[config.mk]
export PLATFORM = sky130hd
export DESIGN_NAME = rst_cause_log
export DESIGN_NICKNAME = d
export VERILOG_FILES = /design/src/rtl/rst_cause_pkg.sv /design/src/rtl/rst_cause_ctrl.sv /design/src/rtl/rst_cause_dp.sv /design/src/rtl/rst_cause_log.sv
export SDC_FILE = /design/constraint.sdc
export NUM_CORES = 1
export LEC_CHECK = 0
export BUFFER_PORTS_ARGS = -buffer_cell sky130_fd_sc_hd__buf_2
export CAP_MARGIN = 25
export CORE_ASPECT_RATIO = 1.25
export CORE_MARGIN = 5
export CORE_UTILIZATION = 41
export DETAILED_ROUTE_END_ITERATION = 8
export GPL_ROUTABILITY_DRIVEN = 1
export GPL_TIMING_DRIVEN = 0
export PLACE_DENSITY = 0.69
export SYNTH_ARGS = -nofsm -noshare
export SYNTH_HDL_FRONTEND = slang
export SYNTH_SLANG_ARGS = --single-unit
[constraint.sdc]
create_clock -name clk -period 1.3 [get_ports clk]
set_input_delay 0.065 -clock clk [delete_from_list [all_inputs] [get_ports clk]]
set_output_delay 0.065 -clock clk [all_outputs]
set_load 0.005 [all_outputs]
[src/rtl/rst_cause_pkg.sv]
package rst_cause_pkg;
  localparam int REG_W    = 8;
  localparam int BIT_POR  = 7;
  localparam int BIT_PIN  = 6;
  localparam int BIT_ILOP = 4;
  localparam int BIT_ILAD = 3;
  localparam int BIT_LVI  = 1;
  localparam logic [REG_W-1:0] FLAG_MASK =
    (REG_W'(1) << BIT_POR) | (REG_W'(1) << BIT_PIN) | (REG_W'(1) << BIT_ILOP) |
    (REG_W'(1) << BIT_ILAD) | (REG_W'(1) << BIT_LVI);
  localparam logic [REG_W-1:0] POR_VALUE = REG_W'(1) << BIT_POR;

  typedef struct packed {
    logic clr;
    logic setPin;
    logic setIlop;
    logic setIlad;
    logic setLvi;
  } strobe_t;
endpackage

[src/rtl/rst_cause_ctrl.sv]
module rst_cause_ctrl
  import rst_cause_pkg::*;
#(
  parameter int PIN_DELAY = 32
) (
  input  logic    clk,
  input  logic    rstN,
  input  logic    rdStrobe,
  input  logic    lowVoltEvt,
  input  logic    opStrobe,
  input  logic    opLegal,
  input  logic    opIsStop,
  input  logic    stopEnable,
  input  logic    fetchValid,
  input  logic    fetchIsOpcode,
  input  logic    addrMapped,
  input  logic    pinDriveLow,
  input  logic    pinLevel,
  output strobe_t strb,
  output logic    rstReq
);
  localparam int CNT_W = $clog2(PIN_DELAY + 1);

  logic             driveQ;
  logic [CNT_W-1:0] cnt;
  logic             releaseSeen;
  logic             sampleNow;
  logic             badOpcode;
  logic             badAddr;

  // opcode and fetch qualification
  always_comb begin
    badOpcode = opStrobe && (!opLegal || (opIsStop && !stopEnable));
    badAddr   = fetchValid && fetchIsOpcode && !addrMapped;
  end

  // pad-sampling window after the pin is released
  assign releaseSeen = driveQ && !pinDriveLow;
  assign sampleNow   = (cnt == CNT_W'(1));

  always_ff @(posedge clk or negedge rstN) begin
    if (!rstN) begin
      driveQ <= 1'b1;
      cnt    <= '0;
    end else begin
      driveQ <= pinDriveLow;
      if (pinDriveLow)      cnt <= '0;
      else if (releaseSeen) cnt <= CNT_W'(PIN_DELAY);
      else if (cnt != '0)   cnt <= cnt - CNT_W'(1);
    end
  end

  always_comb begin
    strb.clr     = rdStrobe;
    strb.setLvi  = lowVoltEvt;
    strb.setIlop = badOpcode;
    strb.setIlad = badAddr;
    strb.setPin  = sampleNow && !pinLevel;
  end

  always_ff @(posedge clk or negedge rstN) begin
    if (!rstN) rstReq <= 1'b0;
    else       rstReq <= badOpcode || badAddr;
  end


  cnt_range_chk: assert property (@(posedge clk) disable iff (!rstN)
    cnt <= CNT_W'(PIN_DELAY));


  window_start_chk: assert property (@(posedge clk) disable iff (!rstN)
    (driveQ && !pinDriveLow) |=> cnt == CNT_W'(PIN_DELAY));


  req_follow_chk: assert property (@(posedge clk) disable iff (!rstN)
    (strb.setIlop || strb.setIlad) |=> rstReq);


  data_fetch_quiet_chk: assert property (@(posedge clk) disable iff (!rstN)
    (!fetchValid || !fetchIsOpcode) |-> !strb.setIlad);
endmodule

[src/rtl/rst_cause_dp.sv]
module rst_cause_dp
  import rst_cause_pkg::*;
(
  input  logic             clk,
  input  logic             rstN,
  input  strobe_t          strb,
  output logic [REG_W-1:0] rdData
);
  logic [REG_W-1:0] flags;
  logic [REG_W-1:0] setVec;
  logic [REG_W-1:0] kept;

  always_comb begin
    setVec           = '0;
    setVec[BIT_PIN]  = strb.setPin;
    setVec[BIT_ILOP] = strb.setIlop;
    setVec[BIT_ILAD] = strb.setIlad;
    setVec[BIT_LVI]  = strb.setLvi;
    kept             = strb.clr ? '0 : flags;
  end

  always_ff @(posedge clk or negedge rstN) begin
    if (!rstN) begin
      flags  <= POR_VALUE;
      rdData <= '0;
    end else begin
      flags <= (kept | setVec) & FLAG_MASK;
      if (strb.clr) rdData <= flags;
    end
  end


  rd_clear_chk: assert property (@(posedge clk) disable iff (!rstN)
    (strb.clr && !strb.setPin && !strb.setIlop && !strb.setIlad && !strb.setLvi)
      |=> flags == '0);


  sticky_chk: assert property (@(posedge clk) disable iff (!rstN)
    !strb.clr |=> (flags & $past(flags)) == $past(flags));


  rd_capture_chk: assert property (@(posedge clk) disable iff (!rstN)
    strb.clr |=> rdData == $past(flags));


  rd_hold_chk: assert property (@(posedge clk) disable iff (!rstN)
    !strb.clr |=> $stable(rdData));


  same_cycle_chk: assert property (@(posedge clk) disable iff (!rstN)
    (strb.clr && strb.setLvi) |=> flags[BIT_LVI]);


  unused_zero_chk: assert property (@(posedge clk) disable iff (!rstN)
    (flags & ~FLAG_MASK) == '0);
endmodule

[src/rtl/rst_cause_log.sv]
module rst_cause_log
  import rst_cause_pkg::*;
#(
  parameter int PIN_DELAY = 32
) (
  input  logic             clk,
  input  logic             rstN,
  input  logic             rdStrobe,
  input  logic             lowVoltEvt,
  input  logic             opStrobe,
  input  logic             opLegal,
  input  logic             opIsStop,
  input  logic             stopEnable,
  input  logic             fetchValid,
  input  logic             fetchIsOpcode,
  input  logic             addrMapped,
  input  logic             pinDriveLow,
  input  logic             pinLevel,
  output logic [REG_W-1:0] rdData,
  output logic             rstReq
);
  strobe_t strb;

  rst_cause_ctrl #(.PIN_DELAY(PIN_DELAY)) i_ctrl (
    .clk(clk), .rstN(rstN), .rdStrobe(rdStrobe), .lowVoltEvt(lowVoltEvt),
    .opStrobe(opStrobe), .opLegal(opLegal), .opIsStop(opIsStop),
    .stopEnable(stopEnable), .fetchValid(fetchValid),
    .fetchIsOpcode(fetchIsOpcode), .addrMapped(addrMapped),
    .pinDriveLow(pinDriveLow), .pinLevel(pinLevel),
    .strb(strb), .rstReq(rstReq)
  );

  rst_cause_dp i_dp (
    .clk(clk), .rstN(rstN), .strb(strb), .rdData(rdData)
  );
endmodule

==> impl_metrics.csv, run 1 <==
group,metric,value,unit
detailed_routing,drt_iter0_markers,3,
logic_synthesis,synth_flop_cell,"dfrtp_1",
logic_synthesis,synth_warnings,0,
worst_setup_path,worst-endpoint-required,1480,ps
floorplanning,die_x,50.8,um
worst_setup_path,cpPeakStageDelay,450,ps
logic_synthesis,syn_inst,73,
worst_setup_path,critical_path_buf_inv_count,0,
grt,grt_use_total,11.9,%
grt,antenna_found_initial,0,
status,status,"finished, final reports clean",
floorplanning,die_y,61.0,um
floorplanning,dieArea,0.00310,mm2
min_path,hold-path-endpoint,"i_dp.flags[7]$_DFFE_PN1P_",
worst_setup_path,worst-setup-path-type,"register to register",
place,io_buffers,17,
logic_synthesis,syn_avg_cell_area,11.7,um2
job,maxCapViolCount,0,
logic_synthesis,synth_edf_count,0,
pwr,peakVddDrop,532,uV
min_path,min_path_type,"primary input to register",
floorplanning,rows,18,
grt,grt_pass1_vias,679,
detailed_routing,wl_per_cell,13.6,um
detailed_routing,vias,633,
grt,grt_start_max_net_pins,19,
cts,clkTransAtPathRegs,100,ps
sta,hold_viol,0,
cts,clk_latency,290,ps
cts,cts_root_buffer,"clkbuf_4",
sta,fmax,792,MHz
sta,drv_slew,0,
worst_setup_path,reg2reg_depth,3,
cts,clock_sinks,18,
final_layout,final_layout_size_suffix_gt1_share,50.0,%
cts,cts_inserted_buffers,3,
logic_synthesis,synth.top_cell.area_share,46.9,%
min_path,hold_path.startpoint,"rdStrobe",
worst_setup_path,cp-start-kind,"register",
detailed_routing,drtAntennaViolNets,0,
sta,finalSetupViolations,0,
pwr,p_per_area,1260,mW/mm2
detailed_routing,viasPerCell,5.19,
floorplanning,initial_utilization,43.1,%
sta,period_needed,1260,ps
detailed_routing,wirelength,1660,um
sta,fin_crit_sh,97.1,%
place,gp_congestion,0.786,
final_layout,diodes,0,
floorplanning,core_area,0.00198,mm2
worst_setup_path,crit_chain,"or3_4 -> nor3_2 -> a211oi_2",
min_path,worstHoldPathCells,2,
final_layout,syn2layout_area_growth,28.3,%
floorplanning,io_pins,22,
worst_setup_path,cp-end-kind,"register",
sta,skew,3.42,ps
detailed_routing,first_pass_iters,3,
worst_setup_path,crit_fanout,5,
pwr,p_leak,0.523,nW
place,place_hpwl,1200,um
logic_synthesis,ys_async_sr_fraction,100,%
logic_synthesis,synth_area_leaders,"dfrtp_1, mux2_2, dfstp_2",
final_layout,finalNetCount,119,
cts,h-tree-depth,1,
worst_setup_path,crit-reg2reg-launch,"i_ctrl.cnt[4]$_DFFE_PN0P_",
grt,grt_first_pass_wirelength,2860,um
worst_setup_path,r2r_end,"i_ctrl.cnt[1]$_DFFE_PN0P_",
logic_synthesis,netlist_area,855,um2
worst_setup_path,worstPathArrival,1440,ps
worst_setup_path,cp_slowest_cell,"dfrtp_2",
cts,cts_tree,"done",
pwr,total_power,1.38,mW
grt,grt-ovfl-total,0,
logic_synthesis,synth_top_cell_by_area,"dfrtp_1",
sta,finalSetupTns,0,ps
logic_synthesis,yosysSeqAreaShare,53.0,%
logic_synthesis,synth.distinct_cells,32,
detailed_routing,drc_errors,0,
cts,clock_path_buffers,2,
worst_setup_path,rrSetupSlack,40,ps
worst_setup_path,crit_family,"simple AND/OR/NAND/NOR gates",
logic_synthesis,synth_seq_cells,18,
==> worst register-to-register path: stages, from the launching register on <==
cell and delay, ps:
dfrtp_2 450, or3_4 430, nor3_2 210, a211oi_2 70
==> timing repair <==
item                                    in CTS  in global routing
endpoints found under the hold margin       21                  0
hold buffers                                 3                  0
gates resized for setup                      3                  6
pin swaps                                    0                  1
setup buffers                                2                  1
endpoints found under the setup margin       4                  3
==> cell families after synthesis <==
| family | synth area share, % |
|---|---|
| simple gates | 14.1 |
| flops | 53.0 |
| compound gates | 15.2 |
| buf+inv | 6.30 |
| mux | 6.59 |
| fa+ha+maj | 4.39 |
| other cells | 0.439 |
==> cells in the mapped netlist, types with 2 or more instances <==
library cell,n
nor2_1,2
nand2_1,2
nor3_1,3
dfrtp_1,16
a21oi_1,5
ha_1,3
nor2b_1,2
buf_4,3
dfstp_2,2
mux2_2,5
inv_1,7
o21ai_0,3
==> through the flow <==
stage               std cells  utilization [%]  setup slack, ps  area, um2  hold WS, ps
floorplan                  75                -             10.5        865         -231
global placement          112             49.2            -95.3        975         10.6
detailed placement        112             49.2             -147        975         13.5
CTS                       121             53.4             12.5       1060         16.2
global route              122             55.3            -5.85       1100         21.7
finish                    122             55.3             37.2       1100         17.8
==> worst max-delay path by stage <==
stage	cells past startpoint	startpoint	endpoint	slack, ps
after global placement	5	i_ctrl.cnt[0]$_DFFE_PN0P_	i_ctrl.cnt[2]$_DFFE_PN0P_	-100
final	3	i_ctrl.cnt[4]$_DFFE_PN0P_	i_ctrl.cnt[1]$_DFFE_PN0P_	40
after CTS	5	i_ctrl.cnt[0]$_DFFE_PN0P_	i_ctrl.cnt[1]$_DFFE_PN0P_	10
after global routing	3	i_ctrl.cnt[4]$_DFFE_PN0P_	i_ctrl.cnt[0]$_DFFE_PN0P_	-6
after detailed placement	5	i_ctrl.cnt[0]$_DFFE_PN0P_	i_ctrl.cnt[2]$_DFFE_PN0P_	-150
after floorplan	5	i_ctrl.cnt[0]$_DFFE_PN0P_	i_ctrl.cnt[2]$_DFFE_PN0P_	10
==> layout make-up <==
class	instances	area [um2]
fill	167	886
sequential	18	458
buffer	4	27.5
clock buffer	4	36.3
timing repair buffer	23	138
tap	20	25.0
inverter	7	26.3
multi-input combinational	46	385
==> registers in the layout, summed over array words and instances (netlist names) <==
| signal | flops |
|---|---|
| i_ctrl.rstReq | 1 |
| i_dp.flags | 5 |
| i_ctrl.cnt | 6 |
| i_dp.rdData | 5 |
| i_ctrl.driveQ | 1 |
==> where the power goes <==
part | switching (mW) | internal (mW) | total, mW
combinational | 0.191 | 0.192 | 0.383
clock | 0.167 | 0.171 | 0.337
sequential | 0.0447 | 0.617 | 0.662
total | 0.402 | 0.980 | 1.38
==> cells in the final DEF, fill, tap and decap left out, types with 2 or more instances in the layout <==
cell | synthesis | routed
buf_2 | 1 | 18
dfrtp_1 | 16 | 12
buf_4 | 3 | 6
inv_1 | 7 | 5
a21oi_1 | 5 | 5
mux2_2 | 5 | 5
dfrtp_2 | 0 | 4
o21ai_0 | 3 | 3
conb_1 | 1 | 3
clkbuf_4 | 0 | 3
dlygate4sd3_1 | 0 | 3
inv_2 | 0 | 2
nor2b_1 | 2 | 2
nand2_1 | 2 | 2
nor3_2 | 1 | 2
nor2_1 | 2 | 2
nor3_1 | 3 | 2
ha_1 | 3 | 2
dfstp_2 | 2 | 2
==> metal layers <==
layer / vias to the layer above / track usage (%) / wire length (um)
met4: 0 / 4.38 / 29
met3: 2 / 3.39 / 141
met2: 20 / 23.6 / 862
li1: 312 / - / -
met5: - / 0 / 0
met1: 299 / 11.6 / 628
(Power assumes the default switching activity.)
==> run 2, diff against run 1 <==
Settings changed: CORE_UTILIZATION 41 to 40, PLACE_DENSITY 0.69 to 0.65.
Clock period 1.3 ns to 1.24 ns, I/O delays scaled along.
==> impl_metrics.csv, run 2 (synthesis gave the netlist of run 1 again) <==
group,metric,value,unit
status,status,"finished, final reports clean",
detailed_routing,drtAntennaViolNets,0,
detailed_routing,wirelength,1680,um
worst_setup_path,worstPathArrival,1420,ps
sta,rsz0062_at_grt,"true",
pwr,p_per_area,1310,mW/mm2
final_layout,finalNetCount,123,
worst_setup_path,worst-endpoint-required,1420,ps
worst_setup_path,rrSetupSlack,4,ps
worst_setup_path,r2r_end,"i_ctrl.cnt[5]$_DFFE_PN0P_",
floorplanning,io_pins,22,
sta,finalSetupViolations,0,
detailed_routing,vias,641,
final_layout,syn2layout_area_growth,34.4,%
cts,h-tree-depth,1,
cts,clock_sinks,18,
place,place_hpwl,1150,um
cts,clock_path_buffers,2,
grt,grt_use_total,11.9,%
min_path,worstHoldPathCells,2,
grt,grt_first_pass_wirelength,2700,um
sta,fin_crit_sh,99.7,%
cts,cts_inserted_buffers,3,
sta,finalSetupTns,0,ps
grt,grt_pass1_vias,647,
place,io_buffers,17,
grt,grt-ovfl-total,0,
floorplanning,die_x,51.3,um
worst_setup_path,cp-end-kind,"register",
cts,clkTransAtPathRegs,100,ps
worst_setup_path,cp-start-kind,"register",
sta,setup_slack,4.18,ps
final_layout,largest_reg_flops,6,
pwr,peakVddDrop,623,uV
sta,drv_slew,0,
cts,clk_latency,290,ps
final_layout,reg_top3,"i_ctrl.cnt x6, i_dp.flags x5, i_dp.rdData x5",
job,maxCapViolCount,0,
final_layout,final_cell_mix,"buf_2, dfrtp_1, buf_4",
pwr,total_power,1.50,mW
sta,hold_viol,0,
final_layout,fill_cells,157,
place,place_area,976,um2
place,place_ws,-94.1,ps
floorplanning,initial_utilization,42.6,%
final_layout,design_area,0.00115,mm2
min_path,hold_path.startpoint,"rdStrobe",
worst_setup_path,reg2reg_depth,3,
detailed_routing,drc_errors,0,
min_path,hold-path-endpoint,"i_dp.flags[7]$_DFFE_PN1P_",
final_layout,top_register,"i_ctrl.cnt",
place,gp_congestion,0.769,
floorplanning,core_area,0.00200,mm2
detailed_routing,wl_per_cell,13.3,um
final_layout,stdcell_count,126,
detailed_routing,viasPerCell,5.09,
final_layout,utilization,57.3,%
floorplanning,die_y,61.7,um
cts,cts_tree,"done",
final_layout,final_layout_size_suffix_gt1_share,51.9,%
worst_setup_path,worst-setup-path-type,"register to register",
worst_setup_path,crit_fanout,4,
final_layout,diodes,0,
final_layout,layout_commonest_cell,"buf_2",
sta,timing.hold.ws,16.9,ps
detailed_routing,first_pass_iters,4,
min_path,min_path_type,"primary input to register",
cts,cts_root_buffer,"clkbuf_4",
worst_setup_path,crit-reg2reg-launch,"i_ctrl.cnt[2]$_DFFE_PN0P_",
detailed_routing,drt_iter0_markers,8,
grt,antenna_found_initial,0,
floorplanning,dieArea,0.00317,mm2
place,placed_cells,112,
grt,grt_start_max_net_pins,19,
pwr,p_leak,0.553,nW
floorplanning,rows,18,
sta,period_needed,1240,ps
sta,fmax,809,MHz
sta,skew,3.22,ps
## run 2: worst max-delay path, cell delays in order, from the launching register on
cell and delay (ps):
dfrtp_2 440, or3_4 430, o31ai_4 200, a21oi_2 70
## run 2: power breakdown
group	total [mW]	switching (mW)	internal (mW)
logic	0.452	0.217	0.235
clock network	0.354	0.175	0.179
registers	0.694	0.0479	0.646
## run 2: per-layer routing
layer,GRT usage [%],vias to the layer above,part of all wire (%)
li1,-,314,-
met2,21.5,16,51
met4,8.61,0,1.4
met3,2.91,2,5.9
met1,12.1,309,41
met5,0,-,0
## run 2: final cells by class
type	count	area (um2)	area share (%)
sequential	18	457	39.8
multi-input combinational	46	400	34.9
timing repair buffer	27	171	14.9
clock buffer	4	36.3	3.16
inverter	7	31.3	2.72
buffer	4	27.5	2.40
tap	20	25.0	2.18
## run 2: worst max-delay path by stage
| stage | cells after the start | slack [ps] | to | startpoint |
|---|---|---|---|---|
| after detailed placement | 5 | -90 | i_ctrl.cnt[2]$_DFFE_PN0P_ | i_ctrl.cnt[1]$_DFFE_PN0P_ |
| after global routing | 3 | -40 | i_ctrl.cnt[5]$_DFFE_PN0P_ | i_ctrl.cnt[2]$_DFFE_PN0P_ |
| after CTS | 5 | -0.7 | i_ctrl.cnt[2]$_DFFE_PN0P_ | i_ctrl.cnt[0]$_DFFE_PN0P_ |
| final | 3 | 4 | i_ctrl.cnt[5]$_DFFE_PN0P_ | i_ctrl.cnt[2]$_DFFE_PN0P_ |
| after floorplan | 5 | 30 | i_ctrl.cnt[2]$_DFFE_PN0P_ | i_ctrl.cnt[0]$_DFFE_PN0P_ |
| after global placement | 5 | -60 | i_ctrl.cnt[2]$_DFFE_PN0P_ | i_ctrl.cnt[1]$_DFFE_PN0P_ |
## run 2: repair_timing
| action | 4_1_cts | 5_1_grt |
|---|---|---|
| endpoints found under the hold margin | 19 | 0 |
| setup buffers | 5 | 2 |
| resized for setup | 4 | 7 |
| hold buffers | 3 | 0 |
| endpoints found under the setup margin | 5 | 5 |
| pin swaps | 0 | 4 |
